`config.mk`:
```
export PLATFORM = sky130hd
export DESIGN_NAME = misalign_splitter
export DESIGN_NICKNAME = d
export VERILOG_FILES = /design/src/rtl/mas_pkg.sv /design/src/rtl/mas_ctrl.sv /design/src/rtl/mas_dpath.sv /design/src/rtl/misalign_splitter.sv
export SDC_FILE = /design/constraint.sdc
export NUM_CORES = 1
export LEC_CHECK = 0
export ABC_CLOCK_PERIOD_IN_PS = 9800
export BUFFER_PORTS_ARGS = -buffer_cell sky130_fd_sc_hd__buf_2
export CORE_MARGIN = 2
export CORE_UTILIZATION = 40
export DETAILED_ROUTE_END_ITERATION = 8
export SLEW_MARGIN = 10
export SYNTH_ARGS = -nofsm -noshare
export SYNTH_HDL_FRONTEND = slang
export SYNTH_HIERARCHICAL = 1
export SYNTH_SLANG_ARGS = --single-unit
export TNS_END_PERCENT = 1
```
`constraint.sdc`:
```
create_clock -name clk -period 9.8 [get_ports clk]
set_input_delay 0.49 -clock clk [delete_from_list [all_inputs] [get_ports clk]]
set_output_delay 0.49 -clock clk [all_outputs]
set_load 0.1 [all_outputs]
```
`src/rtl/mas_pkg.sv`:
```
package mas_pkg;

  localparam int DATA_W = 64;
  localparam int LANES  = DATA_W / 8;

  typedef enum logic [2:0] {
    ST_IDLE,
    ST_ISSUE_LO,
    ST_WAIT_LO,
    ST_ISSUE_HI,
    ST_WAIT_HI
  } masState_t;

  // strobes from control to datapath
  typedef struct packed {
    logic capture;     // latch a new request
    logic stageLow;    // keep the lower beat's read data
    logic secondBeat;  // beat fields select the upper double-word
    logic finish;      // register the merged load result
  } masStrobe_t;

  function automatic logic [LANES-1:0] sizeMask(logic [1:0] sz);
    logic [LANES-1:0] m;
    case (sz)
      2'd0:    m = 8'h01;
      2'd1:    m = 8'h03;
      2'd2:    m = 8'h0F;
      default: m = 8'hFF;
    endcase
    return m;
  endfunction

  function automatic logic [DATA_W-1:0] expandMask(logic [LANES-1:0] m);
    logic [DATA_W-1:0] r;
    for (int i = 0; i < LANES; i++) r[8*i +: 8] = {8{m[i]}};
    return r;
  endfunction

  // reverse the lowest (1<<sz) bytes, clear the rest
  function automatic logic [DATA_W-1:0] swapBytes(logic [DATA_W-1:0] d, logic [1:0] sz);
    logic [DATA_W-1:0] r;
    int n;
    r = '0;
    n = 1 << sz;
    for (int i = 0; i < LANES; i++) begin
      if (i < n) r[8*i +: 8] = d[8*(n-1-i) +: 8];
    end
    return r;
  endfunction

endpackage

```
`src/rtl/mas_ctrl.sv`:
```
module mas_ctrl
  import mas_pkg::*;
(
  input  logic       clk,
  input  logic       rst,
  input  logic       reqValid,
  output logic       reqReady,
  output logic       memValid,
  input  logic       memReady,
  input  logic       memRespValid,
  input  logic       memFault,
  input  logic       isSplit,
  output logic       doneValid,
  output logic       restart,
  output masStrobe_t strobe
);

  masState_t state, stateNext;
  logic doneNext, restartNext;

  always_comb begin
    stateNext   = state;
    strobe      = '0;
    doneNext    = 1'b0;
    restartNext = 1'b0;
    reqReady    = 1'b0;
    memValid    = 1'b0;
    case (state)
      ST_IDLE: begin
        reqReady = 1'b1;
        if (reqValid) begin
          strobe.capture = 1'b1;
          stateNext      = ST_ISSUE_LO;
        end
      end
      ST_ISSUE_LO: begin
        memValid = 1'b1;
        if (memReady) stateNext = ST_WAIT_LO;
      end
      ST_WAIT_LO: begin
        if (memRespValid) begin
          if (memFault) begin
            restartNext = 1'b1;
            stateNext   = ST_IDLE;
          end else if (isSplit) begin
            strobe.stageLow = 1'b1;
            stateNext       = ST_ISSUE_HI;
          end else begin
            strobe.finish = 1'b1;
            doneNext      = 1'b1;
            stateNext     = ST_IDLE;
          end
        end
      end
      ST_ISSUE_HI: begin
        memValid          = 1'b1;
        strobe.secondBeat = 1'b1;
        if (memReady) stateNext = ST_WAIT_HI;
      end
      ST_WAIT_HI: begin
        strobe.secondBeat = 1'b1;
        if (memRespValid) begin
          if (memFault) begin
            restartNext = 1'b1;
          end else begin
            strobe.finish = 1'b1;
            doneNext      = 1'b1;
          end
          stateNext = ST_IDLE;
        end
      end
      default: stateNext = ST_IDLE;
    endcase
  end

  always_ff @(posedge clk) begin
    if (rst) begin
      state     <= ST_IDLE;
      doneValid <= 1'b0;
      restart   <= 1'b0;
    end else begin
      state     <= stateNext;
      doneValid <= doneNext;
      restart   <= restartNext;
    end
  end


  busy_no_accept_chk: assert property (@(posedge clk) disable iff (rst)
    memValid |-> !reqReady);


  beat_hold_chk: assert property (@(posedge clk) disable iff (rst)
    (memValid && !memReady) |=> memValid);


  done_restart_excl_chk: assert property (@(posedge clk) disable iff (rst)
    !(doneValid && restart));


  done_pulse_chk: assert property (@(posedge clk) disable iff (rst)
    doneValid |=> !doneValid);


  no_overlap_chk: assert property (@(posedge clk) disable iff (rst)
    (memValid && memReady) |=> !memValid);

endmodule

```
`src/rtl/mas_dpath.sv`:
```
module mas_dpath
  import mas_pkg::*;
#(
  parameter int ADDR_W = 32
) (
  input  logic                clk,
  input  logic                rst,
  input  logic [ADDR_W-1:0]   reqAddr,
  input  logic [1:0]          reqSize,
  input  logic                reqStore,
  input  logic                reqSwap,
  input  logic [DATA_W-1:0]   reqWdata,
  input  masStrobe_t          strobe,
  input  logic [DATA_W-1:0]   memRdata,
  output logic                isSplit,
  output logic [ADDR_W-1:0]   memAddr,
  output logic                memWrite,
  output logic [LANES-1:0]    memBe,
  output logic [DATA_W-1:0]   memWdata,
  output logic [DATA_W-1:0]   doneRdata
);

  localparam int OFF_W  = $clog2(LANES);
  localparam int WIDE_W = 2 * DATA_W;

  logic [ADDR_W-1:0]  addrQ;
  logic [1:0]         sizeQ;
  logic               storeQ, swapQ;
  logic [WIDE_W-1:0]  laneQ;
  logic [2*LANES-1:0] maskQ;
  logic [DATA_W-1:0]  stageQ, rdataQ;

  // request-side lane placement
  logic [OFF_W-1:0]   reqOff;
  logic [2*LANES-1:0] reqMask;
  logic [DATA_W-1:0]  reqOperand;
  logic [WIDE_W-1:0]  reqLanes;

  always_comb begin
    reqOff     = reqAddr[OFF_W-1:0];
    reqMask    = {{LANES{1'b0}}, sizeMask(reqSize)} << reqOff;
    reqOperand = reqSwap ? swapBytes(reqWdata, reqSize)
                         : (reqWdata & expandMask(sizeMask(reqSize)));
    reqLanes   = {{DATA_W{1'b0}}, reqOperand} << {reqOff, 3'b000};
  end

  always_ff @(posedge clk) begin
    if (rst) begin
      addrQ  <= '0;
      sizeQ  <= '0;
      storeQ <= 1'b0;
      swapQ  <= 1'b0;
      laneQ  <= '0;
      maskQ  <= '0;
      stageQ <= '0;
      rdataQ <= '0;
    end else begin
      if (strobe.capture) begin
        addrQ  <= reqAddr;
        sizeQ  <= reqSize;
        storeQ <= reqStore;
        swapQ  <= reqSwap;
        laneQ  <= reqLanes;
        maskQ  <= reqMask;
      end
      if (strobe.stageLow) stageQ <= memRdata;
      if (strobe.finish)   rdataQ <= storeQ ? '0 : loadResult;
    end
  end

  // beat fields
  logic [ADDR_W-1:0] baseAddr;
  assign baseAddr = {addrQ[ADDR_W-1:OFF_W], {OFF_W{1'b0}}};
  assign memAddr  = baseAddr + {{(ADDR_W-OFF_W-1){1'b0}}, strobe.secondBeat, {OFF_W{1'b0}}};
  assign isSplit  = |maskQ[2*LANES-1:LANES];
  assign memWrite = storeQ;

  generate
    for (genvar g = 0; g < LANES; g++) begin : g_lane
      assign memBe[g]            = strobe.secondBeat ? maskQ[LANES+g] : maskQ[g];
      assign memWdata[8*g +: 8]  = strobe.secondBeat ? laneQ[DATA_W+8*g +: 8] : laneQ[8*g +: 8];
    end
  endgenerate

  // load merge
  logic [WIDE_W-1:0] combined;
  logic [DATA_W-1:0] shifted, trimmed, loadResult;

  always_comb begin
    combined   = isSplit ? {memRdata, stageQ} : {{DATA_W{1'b0}}, memRdata};
    shifted    = DATA_W'(combined >> {addrQ[OFF_W-1:0], 3'b000});
    trimmed    = shifted & expandMask(sizeMask(sizeQ));
    loadResult = swapQ ? swapBytes(trimmed, sizeQ) : trimmed;
  end

  assign doneRdata = rdataQ;


  beat_enable_chk: assert property (@(posedge clk) disable iff (rst)
    (strobe.secondBeat || strobe.stageLow) |-> (memBe != '0));


  second_addr_chk: assert property (@(posedge clk) disable iff (rst)
    $rose(strobe.secondBeat) |-> (memAddr == $past(memAddr) + ADDR_W'(LANES)));

endmodule

```
`src/rtl/misalign_splitter.sv`:
```
module misalign_splitter
  import mas_pkg::*;
#(
  parameter int ADDR_W = 32
) (
  input  logic              clk,
  input  logic              rst,
  input  logic              reqValid,
  output logic              reqReady,
  input  logic [ADDR_W-1:0] reqAddr,
  input  logic [1:0]        reqSize,
  input  logic              reqStore,
  input  logic              reqSwap,
  input  logic [63:0]       reqWdata,
  output logic              memValid,
  input  logic              memReady,
  output logic [ADDR_W-1:0] memAddr,
  output logic              memWrite,
  output logic [7:0]        memBe,
  output logic [63:0]       memWdata,
  input  logic              memRespValid,
  input  logic              memFault,
  input  logic [63:0]       memRdata,
  output logic              doneValid,
  output logic [63:0]       doneRdata,
  output logic              restart
);

  masStrobe_t strobe;
  logic       isSplit;

  mas_ctrl u_ctrl (
    .clk          (clk),
    .rst          (rst),
    .reqValid     (reqValid),
    .reqReady     (reqReady),
    .memValid     (memValid),
    .memReady     (memReady),
    .memRespValid (memRespValid),
    .memFault     (memFault),
    .isSplit      (isSplit),
    .doneValid    (doneValid),
    .restart      (restart),
    .strobe       (strobe)
  );

  mas_dpath #(.ADDR_W(ADDR_W)) u_dpath (
    .clk       (clk),
    .rst       (rst),
    .reqAddr   (reqAddr),
    .reqSize   (reqSize),
    .reqStore  (reqStore),
    .reqSwap   (reqSwap),
    .reqWdata  (reqWdata),
    .strobe    (strobe),
    .memRdata  (memRdata),
    .isSplit   (isSplit),
    .memAddr   (memAddr),
    .memWrite  (memWrite),
    .memBe     (memBe),
    .memWdata  (memWdata),
    .doneRdata (doneRdata)
  );


  beat_stable_chk: assert property (@(posedge clk) disable iff (rst)
    (memValid && !memReady) |=> ($stable(memAddr) && $stable(memBe) && $stable(memWdata)));

endmodule

```
==> key figures <==
Logic synthesis
  – Asr flop ratio synth: 0%
  – EDFF count, synth: 0
  – Syn Std Cell Area: roughly 26,000 µm²
  – Synth Register Bits: around 300
  – Cell count after synthesis: roughly 3,000
  – Netlist cell types: 95
  – Mean Syn Cell Area: between 8 and 9 µm²
  – Sequential share of the synthesized area: between 20% and 30%
  – Main synth FF type: dfxtp_1
  – Synth area leader: dfxtp_1
  – Synth Warn #: 6
  – Top cells by area, synth: dfxtp_1 (24%), mux2i_1 (10%), mux4_2 (9.6%)
  – Yosys top cell area share: 23.8%

Layout
  – Sequential cell area: 6090 µm²
  – Number of fill cells: 6,247
  – Multi-input gate area: 18,100 µm²
  – Share of cells above drive strength 1: 24.0%
  – Leading cell type in the layout, fill and taps excluded: nor2_1
  – Fin cells: 4,043
  – Ant. Diodes: 0
  – Syn-to-layout area delta: 13.3%
  – Post-Layout Inst Area: roughly 29,000 µm²
  – Nets: 3,361
  – Most frequent cells in the layout: nor2_1 (393), buf_2 (337), dfxtp_1 (302)
  – Final core occ: 45.9%

Routing
  – DR pass1 iterations: 8
  – DR DRC count: 0
  – Initial drt markers: around 3,200
  – Routed via count: ~27,000
  – DR vias/cell: 6.69
  – Routed wire length: 115 mm
  – Routed length per placed instance: ~29 µm
  – ANT nets after route: 0

Floorplan
  – Num rows: a little over 90
  – Core area: 63,100 µm²
  – Chip height: between 200 and 300 µm
  – Die area: 65,900 µm²
  – Num ports: about 340
  – Starting density of the core: 40.5%
  – Die Width: 257 µm

Pwr
  – Sequential share of power: 22.9%
  – Clock share of power: 23.2%
  – NetSw: 3.18 mW
  – Leakage power: about 11 nW
  – Combinational power share: 53.9%
  – Internal power: 3.25 mW
  – Pwr Density: about 220 nW/µm²
  – Switching Fraction: between 40% and 50%
  – Maximum vdd ir drop: roughly 0.14 mV
  – Tot Pwr: 6.43 mW

Timing
  – Setup TNS: 0 ns
  – Max transition margin: 8.52%
  – Fin crit period: 5.34 ns
  – PnR worst setup slack: 4.46 ns
  – Pins Over Slew Limit: 0
  – Hold Vio Cnt, Final: 0
  – Fmax: 187 MHz
  – Unrepaired setup endpoints after global routing: no
  – Final setup fails: 0
  – Slew @ Worst Pin: 1.37 ns
  – Worst hold slack: 0.140 ns
  – Fin Clk Skew: 0.0270 ns
  – Tcrit/Tclk final: 54.5%

Place
  – IO Port Bufs: around 340
  – Dpl ws: 4.64 ns
  – DP HPWL: 81.5 mm
  – GPL Wtd Cong: 1.03
  – Post-DP Area: 27,600 µm²
  – Placed insts: ~4,000

Global routing
  – Global-route usage over all layers: 33.5%
  – First-pass GRT wire length: 171 mm
  – Overflow left after global routing: 0
  – Vias in the first global route: 26,200
  – Initial antenna violation count: 0
  – Largest net degree at the start of global routing: between 80 and 90

Clock network
  – Htree depth: 2
  – Clk_lat worst skew: 0.59 ns
  – CTS clk-pin slew, worst paths: 0.07 ns
  – CTS Buf Count: 39
  – CTS root buf: clkbuf_16
  – Post-CTS setup buffers: 0
  – CTS sink cnt: 304
  – Hold-fix buffers, CTS: 0
  – # resized after CTS: 0
  – Max Buffers Root-to-Sink: 3
  – CTS tree: yes

Setup path
  – Crit. Startpoint: u_dpath/maskQ[12]$_SDFFE_PP0P_
  – Crit. End Element: register
  – Reg-to-Reg Start: u_dpath/maskQ[12]$_SDFFE_PP0P_
  – R2R depth: 11
  – Startpoint Class: register
  – Class of the most critical setup path: register to register
  – Arrival @ worst endpoint: 5.84 ns
  – CP max FO: 37
  – R2R Setup Slk: 4.46 ns
  – Critical Path RT: 10.30 ns
  – Reg2Reg Capture Point: u_dpath/doneRdata[21]$_SDFFE_PP0P_

Hold path
  – Worst Hold Endpoint: u_dpath/addrQ[31]$_SDFFE_PP0P_
  – Worst Hold Launch: reqAddr[31]
  – Worst Hold Class: input pin to register
  – Worst Hold Depth: 3

Status
  – Status: finished clean

Job
  – Max cap viols: 0
==> routing by layer <==
layer | vias up | GRT usage, % | part of all wire, %
li1 | 11800 | - | -
met5 | - | 0 | 0
met4 | 0 | 19.6 | 6.2
met3 | 353 | 6.14 | 9.0
met2 | 1677 | 53.4 | 46
met1 | 13300 | 42.5 | 39
==> layout make-up <==
cell class | instances | share of cell area, %
clock buffer | 54 | 3.74
clock inverter | 15 | 0.774
inverter | 42 | 0.549
multi-input combinational | 2373 | 62.5
sequential | 304 | 21.1
tap | 846 | 3.66
timing repair buffer | 409 | 7.72
==> worst max-delay path, stage by stage (launching register included) <==
cell,delay (ns)
dfxtp_1,0.34
or4_4,0.79
nor2_8,0.56
inv_2,0.42
o21ai_0,0.23
nor3b_2,0.81
nand2b_1,0.17
buf_4,0.29
nor2_1,1.06
a22oi_1,0.20
o32a_1,0.24
o31ai_1,0.07
==> cell usage after synthesis, types with 13 or more instances <==
master       n
a211oi_1    73
a21o_1      13
a21oi_1    158
a221o_1     23
a221oi_1    35
a22oi_1    134
a2bb2oi_1   29
a31oi_1     13
and2_1      15
and3_1      31
buf_1       46
buf_2       17
clkbuf_1   207
dfxtp_1    304
ha_1        22
inv_1       37
mux2_2     133
mux2i_1    263
mux4_1      21
mux4_2     109
nand2_1    223
nand2b_1    39
nand3_1     68
nand4_1     14
nor2_1     394
nor2b_1     33
nor3_1      47
o211ai_1    22
o21ai_0    157
o221ai_1    21
o22ai_1     40
o2bb2ai_1   15
xnor2_1     21
==> state kept, by name, summed over array words and instances (netlist names), 2 cells and up <==
register,flops
u_dpath/laneQ,120
u_ctrl/state,3
u_dpath/sizeQ,2
u_dpath/addrQ,32
u_dpath/stageQ,64
u_dpath/doneRdata,64
u_dpath/maskQ,15
==> cell families after synthesis <==
group                    synth area share, %
AND/OR/NAND/NOR                         16.2
XOR/XNOR                               0.960
AO/OA/AOI/OAI                           24.0
adder cells (fa/ha/maj)                 1.08
multiplexers                            28.1
buffers and inverters                   5.77
other                                 0.0147
flip-flops                              23.8
==> power by group through the flow <==
stage,Clock [mW],Combinational [mW],Sequential [mW]
5_1_grt,1.57,3.61,1.49
3_3_place_gp,0,3.36,1.49
2_1_floorplan,0,2.54,1.46
3_5_place_dp,0,3.37,1.50
6_report,1.49,3.47,1.47
4_1_cts,1.52,3.38,1.47
==> worst max path at each step <==
stage / endpoint / cells past startpoint
3_3_place_gp: u_dpath/doneRdata[21]$_SDFFE_PP0P_ / 11
3_5_place_dp: u_dpath/doneRdata[21]$_SDFFE_PP0P_ / 11
4_1_cts: u_dpath/doneRdata[21]$_SDFFE_PP0P_ / 11
6_report: u_dpath/doneRdata[21]$_SDFFE_PP0P_ / 11
5_1_grt: u_dpath/doneRdata[11]$_SDFFE_PP0P_ / 13
2_1_floorplan: u_dpath/laneQ[73]$_SDFFE_PP0P_ / 17
Note: power is estimated with default switching activity, not from simulation.
